**config.mk**
```make
export PLATFORM = sky130hd
export DESIGN_NAME = burst_addr_gen
export DESIGN_NICKNAME = d
export VERILOG_FILES = /design/src/rtl/burst_addr_pkg.sv /design/src/rtl/burst_addr_decode.sv /design/src/rtl/burst_addr_step.sv /design/src/rtl/burst_addr_repeat.sv /design/src/rtl/burst_addr_gen.sv
export SDC_FILE = /design/constraint.sdc
export NUM_CORES = 1
export LEC_CHECK = 0
export BUFFER_PORTS_ARGS = -buffer_cell sky130_fd_sc_hd__buf_2
export CORE_ASPECT_RATIO = 0.5
export CORE_MARGIN = 2
export CORE_UTILIZATION = 40
export DETAILED_ROUTE_END_ITERATION = 6
export GPL_TIMING_DRIVEN = 0
export PLACE_DENSITY = 0.68
export REMOVE_ABC_BUFFERS = 1
export SYNTH_ARGS = -nofsm -noshare
export SYNTH_HDL_FRONTEND = slang
export SYNTH_SLANG_ARGS = --single-unit
```
**constraint.sdc**
```tcl
create_clock -name clk_i -period 2.06 [get_ports clk_i]
set_input_delay 0.412 -clock clk_i [delete_from_list [all_inputs] [get_ports clk_i]]
set_output_delay 0.412 -clock clk_i [all_outputs]
set_load 0.02 [all_outputs]
```
**src/rtl/burst_addr_pkg.sv**
```systemverilog
package burst_addr_pkg;
  typedef enum logic [1:0] {
    OP_HOLD = 2'd0,
    OP_INC  = 2'd1,
    OP_LOAD = 2'd2,
    OP_RPT  = 2'd3
  } addr_op_e;
endpackage

```
**src/rtl/burst_addr_decode.sv**
```systemverilog
module burst_addr_decode
  import burst_addr_pkg::*;
(
  input  logic     ads_ni,
  input  logic     cnt_en_ni,
  input  logic     rpt_ni,
  output addr_op_e op_o,
  output logic     base_load_o
);
  // repeat > strobe > count > hold
  always_comb begin
    if (!rpt_ni)         op_o = OP_RPT;
    else if (!ads_ni)    op_o = OP_LOAD;
    else if (!cnt_en_ni) op_o = OP_INC;
    else                 op_o = OP_HOLD;
  end

  // base capture follows the strobe alone, even under repeat
  assign base_load_o = !ads_ni;
endmodule

```
**src/rtl/burst_addr_step.sv**
```systemverilog
module burst_addr_step
  import burst_addr_pkg::*;
#(
  parameter int ADDR_W = 17
) (
  input  addr_op_e          op_i,
  input  logic [ADDR_W-1:0] cur_i,
  input  logic [ADDR_W-1:0] ext_i,
  input  logic [ADDR_W-1:0] base_i,
  output logic [ADDR_W-1:0] nxt_o
);
  localparam logic [ADDR_W-1:0] ONE = ADDR_W'(1);

  always_comb begin
    unique case (op_i)
      OP_RPT:  nxt_o = base_i;
      OP_LOAD: nxt_o = ext_i;
      OP_INC:  nxt_o = cur_i + ONE; // natural wrap
      default: nxt_o = cur_i;
    endcase
  end
endmodule

```
**src/rtl/burst_addr_repeat.sv**
```systemverilog
module burst_addr_repeat #(
  parameter int ADDR_W = 17
) (
  input  logic              clk_i,
  input  logic              rst_ni,
  input  logic              load_i,
  input  logic [ADDR_W-1:0] addr_i,
  output logic [ADDR_W-1:0] base_o
);
  logic [ADDR_W-1:0] base_q;
  logic              loaded_q;

  // data flops carry no reset; loaded_q masks them
  always_ff @(posedge clk_i) begin
    if (load_i) base_q <= addr_i;
  end

  always_ff @(posedge clk_i or negedge rst_ni) begin
    if (!rst_ni)     loaded_q <= 1'b0;
    else if (load_i) loaded_q <= 1'b1;
  end

  assign base_o = loaded_q ? base_q : '0;


  base_capture_chk: assert property (@(posedge clk_i) disable iff (!rst_ni)
    load_i |=> base_o == $past(addr_i));


  base_idle_chk: assert property (@(posedge clk_i) disable iff (!rst_ni)
    !load_i |=> base_o == $past(base_o));
endmodule

```
**src/rtl/burst_addr_gen.sv**
```systemverilog
module burst_addr_gen
  import burst_addr_pkg::*;
#(
  parameter int ADDR_W = 17
) (
  input  logic              clk_i,
  input  logic              rst_ni,
  input  logic [ADDR_W-1:0] ext_addr_i,
  input  logic              ads_ni,
  input  logic              cnt_en_ni,
  input  logic              rpt_ni,
  output logic [ADDR_W-1:0] addr_o,
  output logic [ADDR_W-1:0] rpt_base_o
);
  localparam logic [ADDR_W-1:0] ONE = ADDR_W'(1);

  addr_op_e          op;
  logic              base_load;
  logic [ADDR_W-1:0] nxt_addr;
  logic [ADDR_W-1:0] addr_q;

  burst_addr_decode u_dec (
    .ads_ni      (ads_ni),
    .cnt_en_ni   (cnt_en_ni),
    .rpt_ni      (rpt_ni),
    .op_o        (op),
    .base_load_o (base_load)
  );

  burst_addr_repeat #(.ADDR_W(ADDR_W)) u_rpt (
    .clk_i  (clk_i),
    .rst_ni (rst_ni),
    .load_i (base_load),
    .addr_i (ext_addr_i),
    .base_o (rpt_base_o)
  );

  burst_addr_step #(.ADDR_W(ADDR_W)) u_step (
    .op_i   (op),
    .cur_i  (addr_q),
    .ext_i  (ext_addr_i),
    .base_i (rpt_base_o),
    .nxt_o  (nxt_addr)
  );

  always_ff @(posedge clk_i or negedge rst_ni) begin
    if (!rst_ni) addr_q <= '0;
    else         addr_q <= nxt_addr;
  end

  assign addr_o = addr_q;


  ext_load_chk: assert property (@(posedge clk_i) disable iff (!rst_ni)
    (rpt_ni && !ads_ni) |=> addr_o == $past(ext_addr_i));


  hold_chk: assert property (@(posedge clk_i) disable iff (!rst_ni)
    (rpt_ni && ads_ni && cnt_en_ni) |=> $stable(addr_o));


  count_step_chk: assert property (@(posedge clk_i) disable iff (!rst_ni)
    (rpt_ni && ads_ni && !cnt_en_ni) |=> addr_o == $past(addr_o) + ONE);


  repeat_prio_chk: assert property (@(posedge clk_i) disable iff (!rst_ni)
    !rpt_ni |=> addr_o == $past(rpt_base_o));
endmodule

```
-- Word-level counts from Yosys, hierarchy flattened
Cells that the tools add are included.
- mux-type cells: 5
- $add $sub $neg: 1
- reduce and logical (&&, ||, !) cells: 1
- eq/ne operators: 3
- operators by type and width (cell ; count):
    $pmux W17 S3 ; 1
    $add A17 B1 Y17 const B ; 1
    $mux W17 ; 1
    $eq A2 B2 Y1 const B ; 2
    $mux W2 ; 2
    $reduce_bool A3 Y1 ; 1
    $eq A2 B1 Y1 const B ; 1
    $mux W1 ; 1
- bits of input ports: 22
- output and inout port bits: 34
- logic and storage cells: 13
- register bits: 35

-- Depth between registers and ports, before layout
- depth after elaboration: 5
- mapped depth: 6
- gate-level depth less buffers: 5

-- Cells and area by module
From an unflattened synthesis, not the netlist that was laid out.
- cell total of the unflattened synthesis: 148
- area, all modules: 1820.5 µm²
- by module, submodules not included (module ; cells each ; area each (µm²) ; sequential area each (µm²) ; instances):
    burst_addr_step ; 91 ; 703.2 ; 0.0 ; 1
    burst_addr_repeat ; 37 ; 675.6 ; 535.5 ; 1
    burst_addr_gen ; 17 ; 425.4 ; 425.4 ; 1
    burst_addr_decode ; 3 ; 16.3 ; 0.0 ; 1

-- Worst setup path after synthesis
OpenSTA, ideal clock, no wires.
- path type: flip-flop to flip-flop
- from: register addr_q[0] (netlist: addr_o[0])
- to: register addr_q[14] (netlist: addr_o[14])
- library setup time: 0.123 ns
- slack: 0.435 ns
- arrival: 1.503 ns
- cell stages (with the launch flop): 6
- period minus slack after synthesis: 1.625 ns
- required time: 1.937 ns
- buffers on the path: 0
- cell sequence: dfrtp_1 -> ha_1 -> nand4_1 -> nor3_2 -> a21oi_1 -> o221a_2
- longest elaborated chain between the ends: 2
- ends and longest elaborated chain (what ; line ; text):
    start, declared ; burst_addr_gen.sv:20 ; logic [ADDR_W-1:0] addr_q;
    start signal, assigned ; burst_addr_gen.sv:48 ; else addr_q <= nxt_addr;
    $add A17 B1 Y17 ; burst_addr_step.sv:18 ; OP_INC: nxt_o = cur_i + ONE;
    $pmux W17 S3 ; burst_addr_step.sv:15 ; unique case (op_i)
Every way passes these cells.
A chain may end at the register's enable or synchronous reset.

-- Worst setup path in the final report
- from: input ads_ni
- to: register addr_q[1] (netlist: addr_o[1])
- longest elaborated chain between the ends: 4
- elaborated cells between the ends (all ways): 7
- classes of those cells: 3 x eq/ne; 3 x mux; 1 x reduce/logical
- ends and longest elaborated chain (what ; line ; text):
    start, declared ; burst_addr_gen.sv:9 ; input logic ads_ni,
    $mux W2 * ; burst_addr_decode.sv:13 ; else if (!ads_ni) op_o = OP_LOAD;
    $mux W2 * ; burst_addr_decode.sv:12 ; if (!rpt_ni) op_o = OP_RPT;
    $eq A2 B1 Y1 or $eq A2 B2 Y1 (tied branches) ; burst_addr_step.sv:15 ;
    $pmux W17 S3 or $reduce_bool A3 Y1 (tied branches) ; - ;
Mark *: on every way between the ends. The rest lies on a longest branch, timed or not.

==> results.txt <==
----------------------------------------------------
[STA]
  RSZ-0062 raised after global routing ... no
  Worst slew margin ... 0.459
  Post-route minimum period ... 1.83 ns
  Tcrit/Tclk final ... 0.889
  Fmax ... 546 MHz
  Final worst setup slack ... 0.229 ns
  Setup violators final ... 0
  Worst hold slack ... 0.0620 ns
  Measured slew at the worst slew-check pin ... 0.811 ns
  Pins over their slew limit ... 0
  Number of endpoints with negative hold slack in the final report ... 0
  Setup Skew ... 0.00374 ns

[Yosys]
  Post-synth ARST share ... 0.514
  Portion of the post-synthesis area used by sequential elements ... 0.473
  Mean cell area of the mapped netlist ... 10.5 um^2
  Syn Inst Count ... a little under 200
  Yosys warning count ... 0
  Number of library cell types mapped by synthesis ... 48
  Flops & latches, synth ... 35
  Dominant synthesized flop cell ... dfrtp_1
  Cell area after synthesis ... about 2000 um^2
  Post-synth EDFFs ... 17

[Job]
  Max-Cap Viols ... 0

[Finish]
  Final Instance Area ... between 2000 and 2500 um^2
  Multi-input logic area ... 986 um^2
  Layout cells sized above 1 ... 0.329
  # nets final ... 268
  Final design utilization ... 0.496
  Register Area ... 962 um^2
  Filler cell count in the final layout ... 500
  Layout Area Growth over Synthesis ... 19.8%
  N_diodes ... 0

[Clock tree]
  Root Buffer ... clkbuf_8
  Number of H-tree levels ... 2
  Clock network latency to the later pin of the worst-skew pair ... 0.28 ns
  Cts hold-fix bufs ... 0
  CTS Buf Count ... 5
  CTS tree ... yes
  Buffer levels on the longest clock path ... 2
  Clk sinks ... 35
  Clock transition at the registers of the reported paths ... 0.07 ns

[Power]
  Power density over the cells ... around 800 nW/um^2
  Static leakage ... 1.03 nW
  P_sw ... 615 uW
  Largest voltage drop on the vdd net ... between 0.3 and 0.4 mV
  Switching power as a share of total power ... 0.320
  Register share of total power ... 0.475
  Fraction of power consumed by the clock network ... 0.283
  Internal portion of total power ... 1.31 mW
  Combinational share of power ... 0.242

[Global routing]
  Global router's overall resource usage ... 0.187
  Gr ovfl total ... 0
  Number of antenna violations at the first check in global routing ... 0
  Largest net degree at the start of global routing ... 30
  Wire length of the first global-routing pass ... 8.25 mm
  Number of global-route vias before repair ... 1708

[Worst setup path]
  CP Max Fanout ... 20
  Capturing element type of the critical path ... flop
  Required time of the worst setup path ... 2.20 ns
  R2R Path Start ... addr_o[0]
  Critical path startpoint ... ads_ni
  Critical path type ... in2reg
  Kind of launch point of the worst setup path ... input port
  Signal arrival time at the worst endpoint ... ~2.0 ns

[Detailed routing]
  DR WL/cell ... 15.8 um
  Post-DR vias/cell ... 5.57
  Drt first-iter violations ... 84
  First-pass detailed-route iteration total ... 6
  Remaining antenna violation count ... 0
  Vias after detailed routing ... 1760
  # DRC ... 0
  DRT Wirelength ... 5.00 mm

[Die]
  Area of the core region ... 4910 um^2
  Row count ... 18
  Die Ht ... ~54 um
  Starting utilization of the core area ... 0.414
  Count of boundary I/O pins ... 56
  Width of the die ... 105 um
  DIE AREA ... 5700 um^2

[Hold path]
  Min-delay worst type ... in2async

[Placed design]
  Port Buffers ... 55
  Post-placement setup slack ... -0.108 ns
  Post-DP HPWL ... 3.46 mm
  Routability congestion estimate from global placement ... 0.850
  Placed standard-cell area ... ~2300 um^2

[Status]
  Result of the run ... finished, final reports clean

----------------------------------------------------
[synthesized netlist by cell type, drive strengths merged (4+ instances only)]
master | instances | area (um^2)
edfxtp | 17 | 510
nand3 | 5 | 37.5
a2bb2oi | 9 | 78.8
a21oi | 29 | 145
nor2 | 9 | 38.8
inv | 6 | 22.5
o21ai | 6 | 30.0
clkbuf | 4 | 17.5
nand4 | 4 | 40.0
a22oi | 4 | 30.0
buf | 7 | 45.0
dfrtp | 18 | 450
nand2 | 11 | 46.3
and2 | 18 | 113
mux2i | 9 | 90.1
[cell families (layout without fill, tap and decap cells)]
kind of cell | Yosys count | in the layout | synth area share
adders and majority gates | 1 | 1 | 0.00616
and+or+nand+nor | 62 | 62 | 0.195
muxes | 11 | 11 | 0.0554
buffers and inverters | 17 | 69 | 0.0419
xor gates and xnor gates | 2 | 2 | 0.00862
AOI/OAI and AO/OA | 66 | 66 | 0.220
DFF | 35 | 35 | 0.473
[critical path, cell delays in order]
cell,delay (ns)
buf_2,0.39
inv_1,0.51
or3_1,0.49
o21ai_0,0.08
a21oi_1,0.08
[power by group through the flow]
stage	Sequential, mW	Clock (mW)	Combinational (mW)
detailed placement	0.925	0	0.467
global route	0.925	0.582	0.512
finish	0.913	0.544	0.466
CTS	0.911	0.558	0.469
global placement	0.919	0	0.458
floorplan	0.968	0	0.237
[cells in the final DEF (no fill, tap or decap), types with 3 or more instances in the layout]
cell,netlist,layout
a2bb2oi_1,9,9
inv_1,6,6
nand3_1,4,4
mux2i_1,9,9
nand4_1,3,3
a21oi_1,29,29
and2_1,18,18
o21ai_0,6,6
buf_2,3,55
clkbuf_8,0,7
a22oi_1,4,4
edfxtp_1,17,17
dfrtp_1,18,17
nor2_1,7,7
nand2_1,9,9
[layout make-up]
cell class              instances  share of cell area
well taps                      70              0.0360
repair buffers                 55               0.113
inverters                       6             0.00925
clock buffers                   8              0.0411
multi-input cells             142               0.405
flip-flops and latches         35               0.395
[per-stage QoR]
step           cells  TNS [ns]  power, mW
2_1_floorplan    183         0       1.20
3_3_place_gp     308   -0.0146       1.38
3_5_place_dp     308    -0.108       1.39
4_1_cts          316         0       1.94
5_1_grt          316         0       2.02
6_report         316         0       1.92
[timing repair]
item | 4_1_cts | 5_1_grt
setup endpoints to repair | 0 | 1
buffers inserted | 0 | 0
resized for setup | 0 | 1
[per-layer routing]
layer / track usage / wire length, um / vias up
met2: 0.326 / 2320 / 36
met1: 0.242 / 2460 / 880
met4: 0.0489 / 22 / 0
met5: 0 / 0 / -
li1: - / - / 842
met3: 0.0440 / 197 / 2
[flip-flops by register name (all words and copies together), names as in the netlist]
signal          cells
u_rpt.loaded_q      1
addr_o             17
u_rpt.base_q       17
[worst paths after layout]
| kind | cells past startpoint | endpoint | slack [ns] |
|---|---|---|---|
| setup reg to reg | 5 | addr_o[14] | 0.38 |
| min in group clk_i | 1 | u_rpt.base_q[1] | 0.32 |
| hold reg to reg | 2 | addr_o[16] | 0.55 |
| setup / recovery | 5 | addr_o[1] | 0.23 |
| max in group asynchronous | 1 | u_rpt.loaded_q | 1.67 |
| hold / removal | 1 | addr_o[11] | 0.06 |
Power figures use the tool's default switching activity.
